<file path="src/rtl/f2u_pkg.sv">
package f2u_pkg;

  typedef enum logic [2:0] {
    CLS_ZERO  = 3'd0,
    CLS_NAN   = 3'd1,
    CLS_NEG   = 3'd2,
    CLS_OVF   = 3'd3,
    CLS_FRAC  = 3'd4,
    CLS_NORM  = 3'd5
  } f2u_class_e;

  localparam int unsigned SP_EXP_W = 8;
  localparam int unsigned SP_MAN_W = 23;
  localparam int unsigned U_OUT_W  = 32;

endpackage

</file>
<file path="src/rtl/f2u_decode.sv">
module f2u_decode
  import f2u_pkg::*;
#(
  parameter int unsigned EXP_W = SP_EXP_W,
  parameter int unsigned MAN_W = SP_MAN_W,
  parameter int unsigned OUT_W = U_OUT_W,
  localparam int unsigned SH_W = $clog2(OUT_W),
  localparam int unsigned OP_W = EXP_W + MAN_W + 1
) (
  input  logic [OP_W-1:0]  op,
  output f2u_class_e       cls,
  output logic [SH_W-1:0]  shamt,
  output logic [MAN_W:0]   sig
);

  localparam int unsigned BIAS    = (1 << (EXP_W - 1)) - 1;
  localparam int unsigned EXP_TOP = (1 << EXP_W) - 1;

  logic             sgn;
  logic [EXP_W-1:0] expf;
  logic [MAN_W-1:0] manf;
  logic [EXP_W:0]   exp_x;
  logic [EXP_W:0]   unb;

  assign sgn   = op[OP_W-1];
  assign expf  = op[OP_W-2:MAN_W];
  assign manf  = op[MAN_W-1:0];
  assign exp_x = {1'b0, expf};
  assign unb   = exp_x - (EXP_W+1)'(BIAS);
  assign shamt = unb[SH_W-1:0];
  assign sig   = {1'b1, manf};

  always_comb begin
    if (expf == '0)                                  cls = CLS_ZERO;
    else if (expf == EXP_W'(EXP_TOP) && manf != '0)  cls = CLS_NAN;
    else if (sgn)                                    cls = CLS_NEG;
    else if (expf == EXP_W'(EXP_TOP))                cls = CLS_OVF;
    else if (exp_x < (EXP_W+1)'(BIAS))               cls = CLS_FRAC;
    else if (exp_x >= (EXP_W+1)'(BIAS + OUT_W))      cls = CLS_OVF;
    else                                             cls = CLS_NORM;
  end

endmodule

</file>
<file path="src/rtl/f2u_align.sv">
module f2u_align #(
  parameter int unsigned MAN_W = 23,
  parameter int unsigned OUT_W = 32,
  localparam int unsigned SH_W = $clog2(OUT_W),
  localparam int unsigned EXT_W = MAN_W + OUT_W
) (
  input  logic [MAN_W:0]   sig,
  input  logic [SH_W-1:0]  shamt,
  output logic [OUT_W-1:0] whole,
  output logic             frac_nz
);

  function automatic logic [EXT_W-1:0] place(input logic [MAN_W:0] s,
                                             input logic [SH_W-1:0] k);
    logic [EXT_W-1:0] wide;
    wide = EXT_W'(s);
    return wide << k;
  endfunction

  logic [EXT_W-1:0] ext;

  assign ext     = place(sig, shamt);
  assign whole   = ext[EXT_W-1:MAN_W];
  assign frac_nz = |ext[MAN_W-1:0];

endmodule

</file>
<file path="src/rtl/f2u_trunc_conv.sv">
module f2u_trunc_conv
  import f2u_pkg::*;
#(
  parameter int unsigned EXP_W = SP_EXP_W,
  parameter int unsigned MAN_W = SP_MAN_W,
  parameter int unsigned OUT_W = U_OUT_W,
  localparam int unsigned SH_W = $clog2(OUT_W),
  localparam int unsigned OP_W = EXP_W + MAN_W + 1
) (
  input  logic             clk,
  input  logic             rst_n,
  input  logic             in_valid,
  input  logic [OP_W-1:0]  in_data,
  output logic             out_valid,
  output logic [OUT_W-1:0] out_data,
  output logic             out_invalid,
  output logic             out_inexact
);

  f2u_class_e       cls;
  logic [SH_W-1:0]  shamt;
  logic [MAN_W:0]   sig;
  logic [OUT_W-1:0] whole;
  logic             frac_nz;

  f2u_decode #(.EXP_W(EXP_W), .MAN_W(MAN_W), .OUT_W(OUT_W)) i_decode (
    .op(in_data), .cls(cls), .shamt(shamt), .sig(sig)
  );

  f2u_align #(.MAN_W(MAN_W), .OUT_W(OUT_W)) i_align (
    .sig(sig), .shamt(shamt), .whole(whole), .frac_nz(frac_nz)
  );

  // named events for the checks below
  logic ev_nan, ev_neg, ev_ovf, ev_zero, ev_frac, ev_norm;
  assign ev_nan  = (cls == CLS_NAN);
  assign ev_neg  = (cls == CLS_NEG);
  assign ev_ovf  = (cls == CLS_OVF);
  assign ev_zero = (cls == CLS_ZERO);
  assign ev_frac = (cls == CLS_FRAC);
  assign ev_norm = (cls == CLS_NORM);

  logic [OUT_W-1:0] res_d;
  logic             inv_d, inx_d;

  // invalid has priority: inexact is only ever set on a legal conversion
  always_comb begin
    res_d = '0;
    inv_d = 1'b0;
    inx_d = 1'b0;
    unique case (cls)
      CLS_NAN, CLS_NEG: inv_d = 1'b1;
      CLS_OVF: begin
        res_d = '1;
        inv_d = 1'b1;
      end
      CLS_FRAC: inx_d = 1'b1;
      CLS_NORM: begin
        res_d = whole;
        inx_d = frac_nz;
      end
      default: ;
    endcase
  end

  always_ff @(posedge clk or negedge rst_n) begin
    if (!rst_n) begin
      out_valid   <= 1'b0;
      out_data    <= '0;
      out_invalid <= 1'b0;
      out_inexact <= 1'b0;
    end else begin
      out_valid <= in_valid;
      if (in_valid) begin
        out_data    <= res_d;
        out_invalid <= inv_d;
        out_inexact <= inx_d;
      end
    end
  end

  assert_valid_follows_R1: assert property (@(posedge clk) disable iff (!rst_n)
    in_valid |=> out_valid);
  assert_idle_follows_R1: assert property (@(posedge clk) disable iff (!rst_n)
    !in_valid |=> !out_valid);
  assert_frac_inexact_R3: assert property (@(posedge clk) disable iff (!rst_n)
    (in_valid && ev_frac) |=> (out_data == '0 && out_inexact && !out_invalid));
  assert_nan_zero_R5: assert property (@(posedge clk) disable iff (!rst_n)
    (in_valid && ev_nan) |=> (out_data == '0 && out_invalid && !out_inexact));
  assert_negative_zero_R6: assert property (@(posedge clk) disable iff (!rst_n)
    (in_valid && ev_neg) |=> (out_data == '0 && out_invalid && !out_inexact));
  assert_saturate_R7: assert property (@(posedge clk) disable iff (!rst_n)
    (in_valid && ev_ovf) |=> (&out_data && out_invalid && !out_inexact));
  assert_flush_zero_R8: assert property (@(posedge clk) disable iff (!rst_n)
    (in_valid && ev_zero) |=> (out_data == '0 && !out_invalid && !out_inexact));
  assert_hold_R10: assert property (@(posedge clk) disable iff (!rst_n)
    !in_valid |=> ($stable(out_data) && $stable(out_invalid) && $stable(out_inexact)));
  assert_flags_exclusive_R11: assert property (@(posedge clk) disable iff (!rst_n)
    !(out_invalid && out_inexact));

endmodule

</file>
<file path="config.mk">
export PLATFORM = sky130hd
export DESIGN_NAME = f2u_trunc_conv
export DESIGN_NICKNAME = d
export VERILOG_FILES = /design/src/rtl/f2u_pkg.sv /design/src/rtl/f2u_decode.sv /design/src/rtl/f2u_align.sv /design/src/rtl/f2u_trunc_conv.sv
export SDC_FILE = /design/constraint.sdc
export NUM_CORES = 1
export LEC_CHECK = 0
export ABC_CLOCK_PERIOD_IN_PS = 2300
export BUFFER_PORTS_ARGS = -buffer_cell sky130_fd_sc_hd__buf_2
export CORE_ASPECT_RATIO = 0.75
export CORE_UTILIZATION = 43
export CTS_CLUSTER_DIAMETER = 40
export DETAILED_ROUTE_END_ITERATION = 16
export GPL_TIMING_DRIVEN = 0
export PLACE_DENSITY_LB_ADDON = 0.12
export SYNTH_ARGS = -nofsm -noshare
export SYNTH_HDL_FRONTEND = slang
export SYNTH_HIERARCHICAL = 1
export SYNTH_SLANG_ARGS = --single-unit
</file>
<file path="constraint.sdc">
create_clock -name clk -period 2.3 [get_ports clk]
set_clock_uncertainty 0.2 [all_clocks]
set_input_delay 0.46 -clock clk [delete_from_list [all_inputs] [get_ports clk]]
set_output_delay 0.46 -clock clk [all_outputs]
set_load 0.02 [all_outputs]
</file>
---- Yosys cells after proc, flatten, opt, wreduce, memory -nomap -nowiden ----
Index checks and enable logic that the tools add are counted.
operators by class
  add/sub/neg operators ................... 1
  magnitude comparators ................... 2
  equality and inequality tests ........... 6
  shifts and indexed selects .............. 1
  muxes and demuxes ....................... 9
  reduce and logical (&&, ||, !) cells .... 5
operators by type and width
  kind                                                                  number
  32-bit case mux with 2 select lines                                   1
  24-bit by 5-bit left shift with 55-bit output                         1
  23-bit nonzero test                                                   1
  23-bit OR reduction                                                   1
  3-bit 2-to-1 mux                                                      6
  8-bit == test, second input constant                                  1
  8-bit >= comparator, second input constant                            1
  8-bit zero test                                                       1
  8-bit by 7-bit < comparator with 1-bit output, second input constant  1
  3-bit by 2-bit == test with 1-bit output, second input constant       2
  3-bit == test, second input constant                                  2
  5-bit subtractor, second input constant                               1
  3-bit by 1-bit == test with 1-bit output, second input constant       1
  3-bit OR reduction                                                    1
  1-bit case mux with 2 select lines                                    1
  1-bit logical AND                                                     1
  1-bit 2-to-1 mux                                                      1
word-level totals
  bits in registers ....................... 35
  input port bits ......................... 35
  output and inout bits ................... 35

---- Logic depth before layout (Yosys ltp) ----
Gate-level depths: netlist of run 1.
  word-level depth ........................ 10
  mapped depth ............................ 13
  mapped depth without buffers ............ 10

---- Hierarchy ----
Netlist of run 1, hierarchy kept.
modules (own cells, without submodules)
  module          times used  cells an instance  area each (um^2)  seq. area each (um^2)
  f2u_trunc_conv  1           161                1,866.8           875.8
  f2u_align       1           239                1,838.0           0.0
  f2u_decode      1           55                 394.1             0.0

---- Least setup slack after synthesis of run 1 ----
Ideal clock, no wire load.
  path kind ............................... in2reg
  start point ............................. input port in_data[23]
  end point ............................... register out_inexact
  setup time .............................. 0.120 ns
  arrival time ............................ 2.591 ns
  data required time ...................... 1.980 ns
  slack ................................... -0.611 ns
  stages on the path ...................... 12
  buffers on the path ..................... 2
  cells stage by stage .................... inv_1 > ha_1 > clkbuf_1 > buf_2 > mux4_2 > nor2_1 > o2111ai_1 > o31ai_1 > nor2b_1 > a32oi_1 > nand2b_1 > a41o_1
RTL lines
  element                                        RTL line              text
  start, declared                                f2u_trunc_conv.sv:13  input logic [OP_W-1:0] in_data,
  5-bit subtractor                               f2u_decode.sv:29      assign unb = exp_x - (EXP_W+1)'(BIAS);
  via shamt[1]                                   f2u_trunc_conv.sv:21  logic [SH_W-1:0] shamt;
  24-bit by 5-bit left shift with 55-bit output  f2u_align.sv:17       return wide << k;
  23-bit OR reduction                            f2u_align.sv:24       assign frac_nz = |ext[MAN_W-1:0];
  via frac_nz                                    f2u_trunc_conv.sv:24  logic frac_nz;
  1-bit case mux with 2 select lines             f2u_trunc_conv.sv:51  unique case (cls)
  end signal, assigned                           f2u_trunc_conv.sv:77  out_inexact <= inx_d;
  end, declared                                  f2u_trunc_conv.sv:17  output logic out_inexact
The timed path passes the listed nets, and every way through them passes these cells.
A chain may end at the register's enable or synchronous reset.

---- Worst setup path after layout of run 1 ----
Same ends and word-level chain as after synthesis.

==> run summary, run 1 <==
Yosys cell types: 52
# hold bufs at CTS: 0
Slew headroom: 46.05%
GR Overflow Total: 0
Ys Warns: 6
Worst-path clk slew: 60 ps
core area: 0.009159 mm2
maximum vdd drop: 266.5 uV
Final Max Tran Viols: 0
leakage power: 0.002599 uW
period utilization: 125.3%
sequential cell area: 875.8 um2
Area Growth Syn to Fin: 41.27%
CP Class: in -> reg
post-route minimum period: 2882 ps
routed len/inst: 19.51 um
Starting Density: 44.75%
fmax: 347.0 MHz
die area: 0.009931 mm2
total negative setup slack: -3322 ps
R2R depth: 2
Async SR Flop Fraction: 100.0%
post-synth top area cell: dfrtp_1
DR vias: 4179
final hold vios: 0
layout cell share with drive strength beyond 1: 51.48%
DP HPWL: 10.11 mm
DRT Pass-1 Iters: 5
fin cells: 701
ANT cells: 0
routed length on met3: 1.376 mm
final setup fails: 24
DR DRC count: 0
Die Height: 86.56 um
Via density: 5.961
Max-cap violations: 0
unrepaired setup endpoints after global routing: true
row count: 30
largest cells by area after synthesis: dfrtp_1 (21%), mux2i_1 (14%), mux4_2 (10%)
clk buf depth: 2
post-synth top area share: 21.37%
Syn Area/Cell: 9.009 um2
met2 WL: 5.796 mm
Multi-input gate area: 0.003142 mm2
Routed WL: 13.68 mm
largest net degree at the start of global routing: 36
DR iter-0 viols: 331
Cells after Synth: 455
final instance area: 0.005791 mm2
Worst R2R Setup Slack: 1300 ps
Fillers: 803
Top FF cell, synth: dfrtp_1
die span in x: 114.7 um
top sig layer: met4
CTS buffer count: 5
TritonCTS clock tree: done
sequential area share after synthesis: 21.37%
PwrDens: 523.1 mW/mm2
Worst EP required: 2270 ps
IO Pins: 70
Sink Count: 35
Post-DP Area: 0.004742 mm2
Root Buffer Master: clkbuf_16
WP data arrival: 2850 ps
synth cell count leaders: mux2i_1 (59), nand2_1 (36), dfrtp_1 (35)
Synthesized Nets: 492
antenna violations before repair: 0
Final Net Count: 609
gr usage total: 27.26%
status: complete, but fails checks
Min-Delay Path Class: in -> async
Routed Antenna Nets: 0
EDFF count, synth: 0
GP Congestion: 0.9252
top-count cell post-synth: mux2i_1
Seq cells post-synth: 35
first-pass GRT wire length: 20.74 mm
M1 wire length: 6.399 mm
failing checks: setup timing
actual slew at the worst max-slew pin: 809.2 ps
vias in the first global route: 3782
clk_lat worst skew: 280 ps
CP max FO: 5
Placed Cells: 652
Port Buf Inserts: 69
H-tree depth: 2
crit start category: input pin
hold slack: 71.14 ps
final worst slack: -581.5 ps
synthesized cell area: 0.004099 mm2
CP endpoint kind: flop
## placed cells by master (no fill, tap or decap), types with 5 or more instances in the layout
cell / count
dfrtp_1: 35
buf_6: 28
nor2b_1: 5
inv_1: 5
mux2_4: 6
nand2_1: 29
a21oi_1: 7
buf_4: 55
mux4_2: 21
mux2_2: 7
nand3b_1: 33
a31oi_1: 34
nor3_1: 5
o21ai_2: 8
nor2_1: 24
mux2i_1: 47
o21ai_0: 7
and2_1: 6
nand2_2: 5
buf_12: 8
clkbuf_16: 5
mux2i_2: 8
buf_2: 81
nand3_2: 6
a21oi_2: 5
## per-stage QoR
| stage | power [uW] | worst slack, ps | utilization, % |
|---|---|---|---|
| CTS | 2766 | -549.1 | 57.10 |
| finish | 3029 | -581.5 | 63.22 |
| global route | 3154 | -700.0 | 63.22 |
| detailed placement | 1822 | -1089 | 51.78 |
| global placement | 1822 | -1129 | 51.78 |
| floorplan | 1502 | -454.8 | - |
## critical path, cell delays in order
cell and delay (ps):
buf_12 100, nand3_4 100, xnor2_4 260, buf_6 170
mux2i_2 240, mux2i_1 130, mux2_4 280, mux2_4 300
nor4_4 280, a32oi_1 160, nand2b_1 170, a41o_1 210
## layout make-up
type / count / share of cell area (%)
clock buffer: 6 / 2.398
sequential: 35 / 15.13
inverter: 11 / 1.253
clock inverter: 2 / 0.6050
tap: 128 / 2.766
timing repair buffer: 111 / 13.22
buffer: 67 / 10.37
multi-input combinational: 341 / 54.26
## kinds of logic (layout without fill, tap and decap cells)
| group | count (synthesis) | count (layout) | synth area share (%) |
|---|---|---|---|
| compound gates | 97 | 97 | 14.93 |
| xor+xnor | 3 | 3 | 0.6411 |
| flops | 35 | 35 | 21.37 |
| fa+ha+maj | 2 | 2 | 0.6104 |
| mux | 94 | 94 | 30.34 |
| simple gates | 144 | 144 | 19.69 |
| other cells | 1 | 1 | 0.09149 |
| buf+inv | 79 | 197 | 12.33 |
## routing by layer
layer,global-route usage (%),vias up
li1,-,1908
met1,42.30,2024
met2,39.39,231
met3,5.455,16
met4,4.132,0
met5,0,-
## registers in the layout (all words and copies together), names as in the netlist
signal and cells:
out_inexact 1, out_data 32, out_valid 1, out_invalid 1
## repair_timing
action,CTS,global route
setup buffers,16,29
cloned,1,0
pin swaps,10,32
gates resized for setup,63,106
setup endpoints to repair,33,34
endpoints found under the hold margin,0,0
## path summary, 6_finish.rpt
| kind | startpoint | to |
|---|---|---|
| max | in_data[23] | out_inexact |
| min | rst_n | out_data[21] |
| max reg2reg | out_inexact | out_inexact |
| min reg2reg | out_invalid | out_invalid |
| max in group asynchronous | rst_n | out_data[16] |
| min in group clk | in_valid | out_valid |
## where the power goes
| group | total [uW] | leakage, uW | internal (uW) | switching, uW |
|---|---|---|---|---|
| clock network | 794 | 0.0000868 | 539 | 255 |
| logic | 1550 | 0.00205 | 726 | 822 |
| registers | 687 | 0.000464 | 664 | 23.6 |
(Power assumes the default switching activity.)
==> run 2: changes to the inputs <==
CORE_UTILIZATION = 55   (was 43)
GPL_TIMING_DRIVEN = unset   (was 0)
==> run summary, run 2 (synthesized netlist as in run 1, its figures left out) <==
status: complete, but fails checks
failing checks: setup timing
H-tree depth: 2 (unchanged)
leakage power: 0.002821 uW (+8.6%)
Sequential Power Share: 23.4% (+0.7 points)
final instance area: 0.006212 mm2 (+7.3%)
IO Pins: 70 (unchanged)
crit start category: input pin
clk_lat worst skew: 290 ps (about the same)
Post-DP Area: 0.005131 mm2 (+8.2%)
final worst slack: -547.7 ps (+33.81 ps)
Via density: 6.798 (+14%)
CTS buffer count: 5 (unchanged)
Largest register FFs: 32 (unchanged)
CP endpoint kind: flop
commonest non-fill, non-tap cell in the layout: buf_4
DP HPWL: 9.885 mm (-2.2%)
die span in x: 101.7 um (-11%)
Area Growth Syn to Fin: 51.56%
unrepaired setup endpoints after global routing: true
fmax: 351.2 MHz (+1.2%)
row count: 26 (-13%)
Root Buffer Master: clkbuf_8
gr usage total: 37.46% (+10 points)
clk buf depth: 2 (unchanged)
Slew headroom: 46.03% (about the same)
GR Overflow Total: 0 (unchanged)
PwrDens: 473.6 mW/mm2 (-9.5%)
final hold vios: 0 (unchanged)
Routed Antenna Nets: 0 (unchanged)
Top reg by flops: out_data
net switching power: 1202 uW (+9.1%)
layout cell share with drive strength beyond 1: 55.52% (+4.0 points)
GP Congestion: 0.9400 (+1.6%)
Final Net Count: 652 (+7.1%)
first-pass GRT wire length: 22.45 mm (+8.2%)
Final Max Tran Viols: 0 (unchanged)
period utilization: 123.8% (-1.5 points)
DR DRC count: 0 (unchanged)
largest net degree at the start of global routing: 45 (+25%)
CP max FO: 5 (unchanged)
Die Height: 76.76 um (-11%)
DRT Pass-1 Iters: 6 (+1)
vias in the first global route: 4292 (+13%)
WP data arrival: 2830 ps (-20 ps)
core area: 0.006994 mm2 (-24%)
Starting Density: 58.60% (+14 points)
switch share: 40.84% (+4.5 points)
total negative setup slack: -9710 ps (-6388 ps)
Fillers: 342 (-57%)
Max-cap violations: 0 (unchanged)
Routed WL: 17.17 mm (+26%)
most frequent cells in the layout: buf_4 (104), buf_2 (65), mux2i_1 (44)
Min-Delay Path Class: in -> async
DR vias: 4854 (+16%)
ANT cells: 0 (unchanged)
Int Pwr: 1740 uW (-9.7%)
die area: 0.007805 mm2 (-21%)
actual slew at the worst max-slew pin: 809.5 ps (+0.3242 ps)
post-route minimum period: 2848 ps (-33.81 ps)
routed len/inst: 24.04 um (+23%)
antenna violations before repair: 0 (unchanged)
CP Class: in -> reg
Comb pwr share: 61.5% (+10 points)
Worst EP required: 2280 ps (about the same)
Sink Count: 35 (unchanged)
Port Buf Inserts: 69 (unchanged)
clock network fraction of total power: 15.0% (-11 points)
final setup fails: 34 (+42%)
DR iter-0 viols: 630 (+90%)
TritonCTS clock tree: done
maximum vdd drop: 399.2 uV (+50%)
Worst-path clk slew: 80 ps (+20 ps)
## run 2: changes by cell type in the layout (fill, tap and decap cells not counted), sizes merged
cell      change
buf          +41
inv           -1
nand2b        +3
clkinvlp      +1
bufinv        -1
## run 2: layer usage
| metal | vias to the layer above | part of all wire, % | global-route usage [%] |
|---|---|---|---|
| met1 | 2307 | 36 | 51.41 |
| met2 | 427 | 45 | 58.04 |
| met3 | 118 | 14 | 11.12 |
| li1 | 2002 | - | - |
| met5 | - | 0 | 0 |
| met4 | 0 | 5.8 | 8.406 |
## run 2: path summary, 6_finish.rpt
kind                              from            to  slack (ps)  cells past startpoint
min reg2reg                out_invalid   out_invalid         320                      2
min in group clk           out_invalid   out_invalid         320                      2
max reg2reg                out_inexact   out_inexact        1210                      2
max in group asynchronous        rst_n   out_data[3]        1320                      1
max                        in_data[23]   out_inexact        -550                     12
min                              rst_n  out_data[15]          50                      1
## run 2: final cells by class
cell class / count / area [um2] / area share [%]
well taps: 98 / 122.6 / 1.974
repair buffers: 218 / 1790 / 28.82
flip-flops and latches: 35 / 875.8 / 14.10
clock buffers: 7 / 76.32 / 1.229
clock inverters: 1 / 5.005 / 0.08056
multi-input cells: 344 / 3259 / 52.47
inverters: 11 / 82.58 / 1.329
## run 2: power by group through the flow
stage	clock network [uW]	registers, uW	logic, uW
floorplan	0	758	744
global placement	0	695	1260
detailed placement	0	697	1290
CTS	435	687	1490
global route	470	695	1880
finish	443	689	1810
## run 2: stage by stage
| stage | hold slack, ps | setup slack, ps | utilization (%) | power (uW) | std cells |
|---|---|---|---|---|---|
| floorplan | -35.59 | -454.8 | - | 1502 | 455 |
| global placement | 306.6 | -747.3 | 73.36 | 1957 | 664 |
| detailed placement | 311.4 | -850.1 | 73.36 | 1987 | 664 |
| CTS | 76.98 | -470.9 | 81.72 | 2608 | 690 |
| global route | 116.3 | -604.5 | 88.82 | 3047 | 714 |
| finish | 50.79 | -547.7 | 88.82 | 2942 | 714 |
## run 2: critical path, cell delays in order
cell      delay, ps
buf_8            80
nand3_4          90
xnor2_4         280
buf_6           170
mux2i_4         250
mux2i_1         130
mux2_4          290
mux2_4          300
nor4_4          280
a32oi_1         120
nand2b_1        160
a41o_1          220
## run 2: timing repair
| item | in CTS | in global routing |
|---|---|---|
| gates cloned | 2 | 3 |
| hold buffers | 0 | 0 |
| buffers inserted | 16 | 24 |
| endpoints found under the hold margin | 0 | 0 |
| endpoints found under the setup margin | 33 | 34 |
| pin swaps | 30 | 46 |
| gates resized for setup | 88 | 76 |
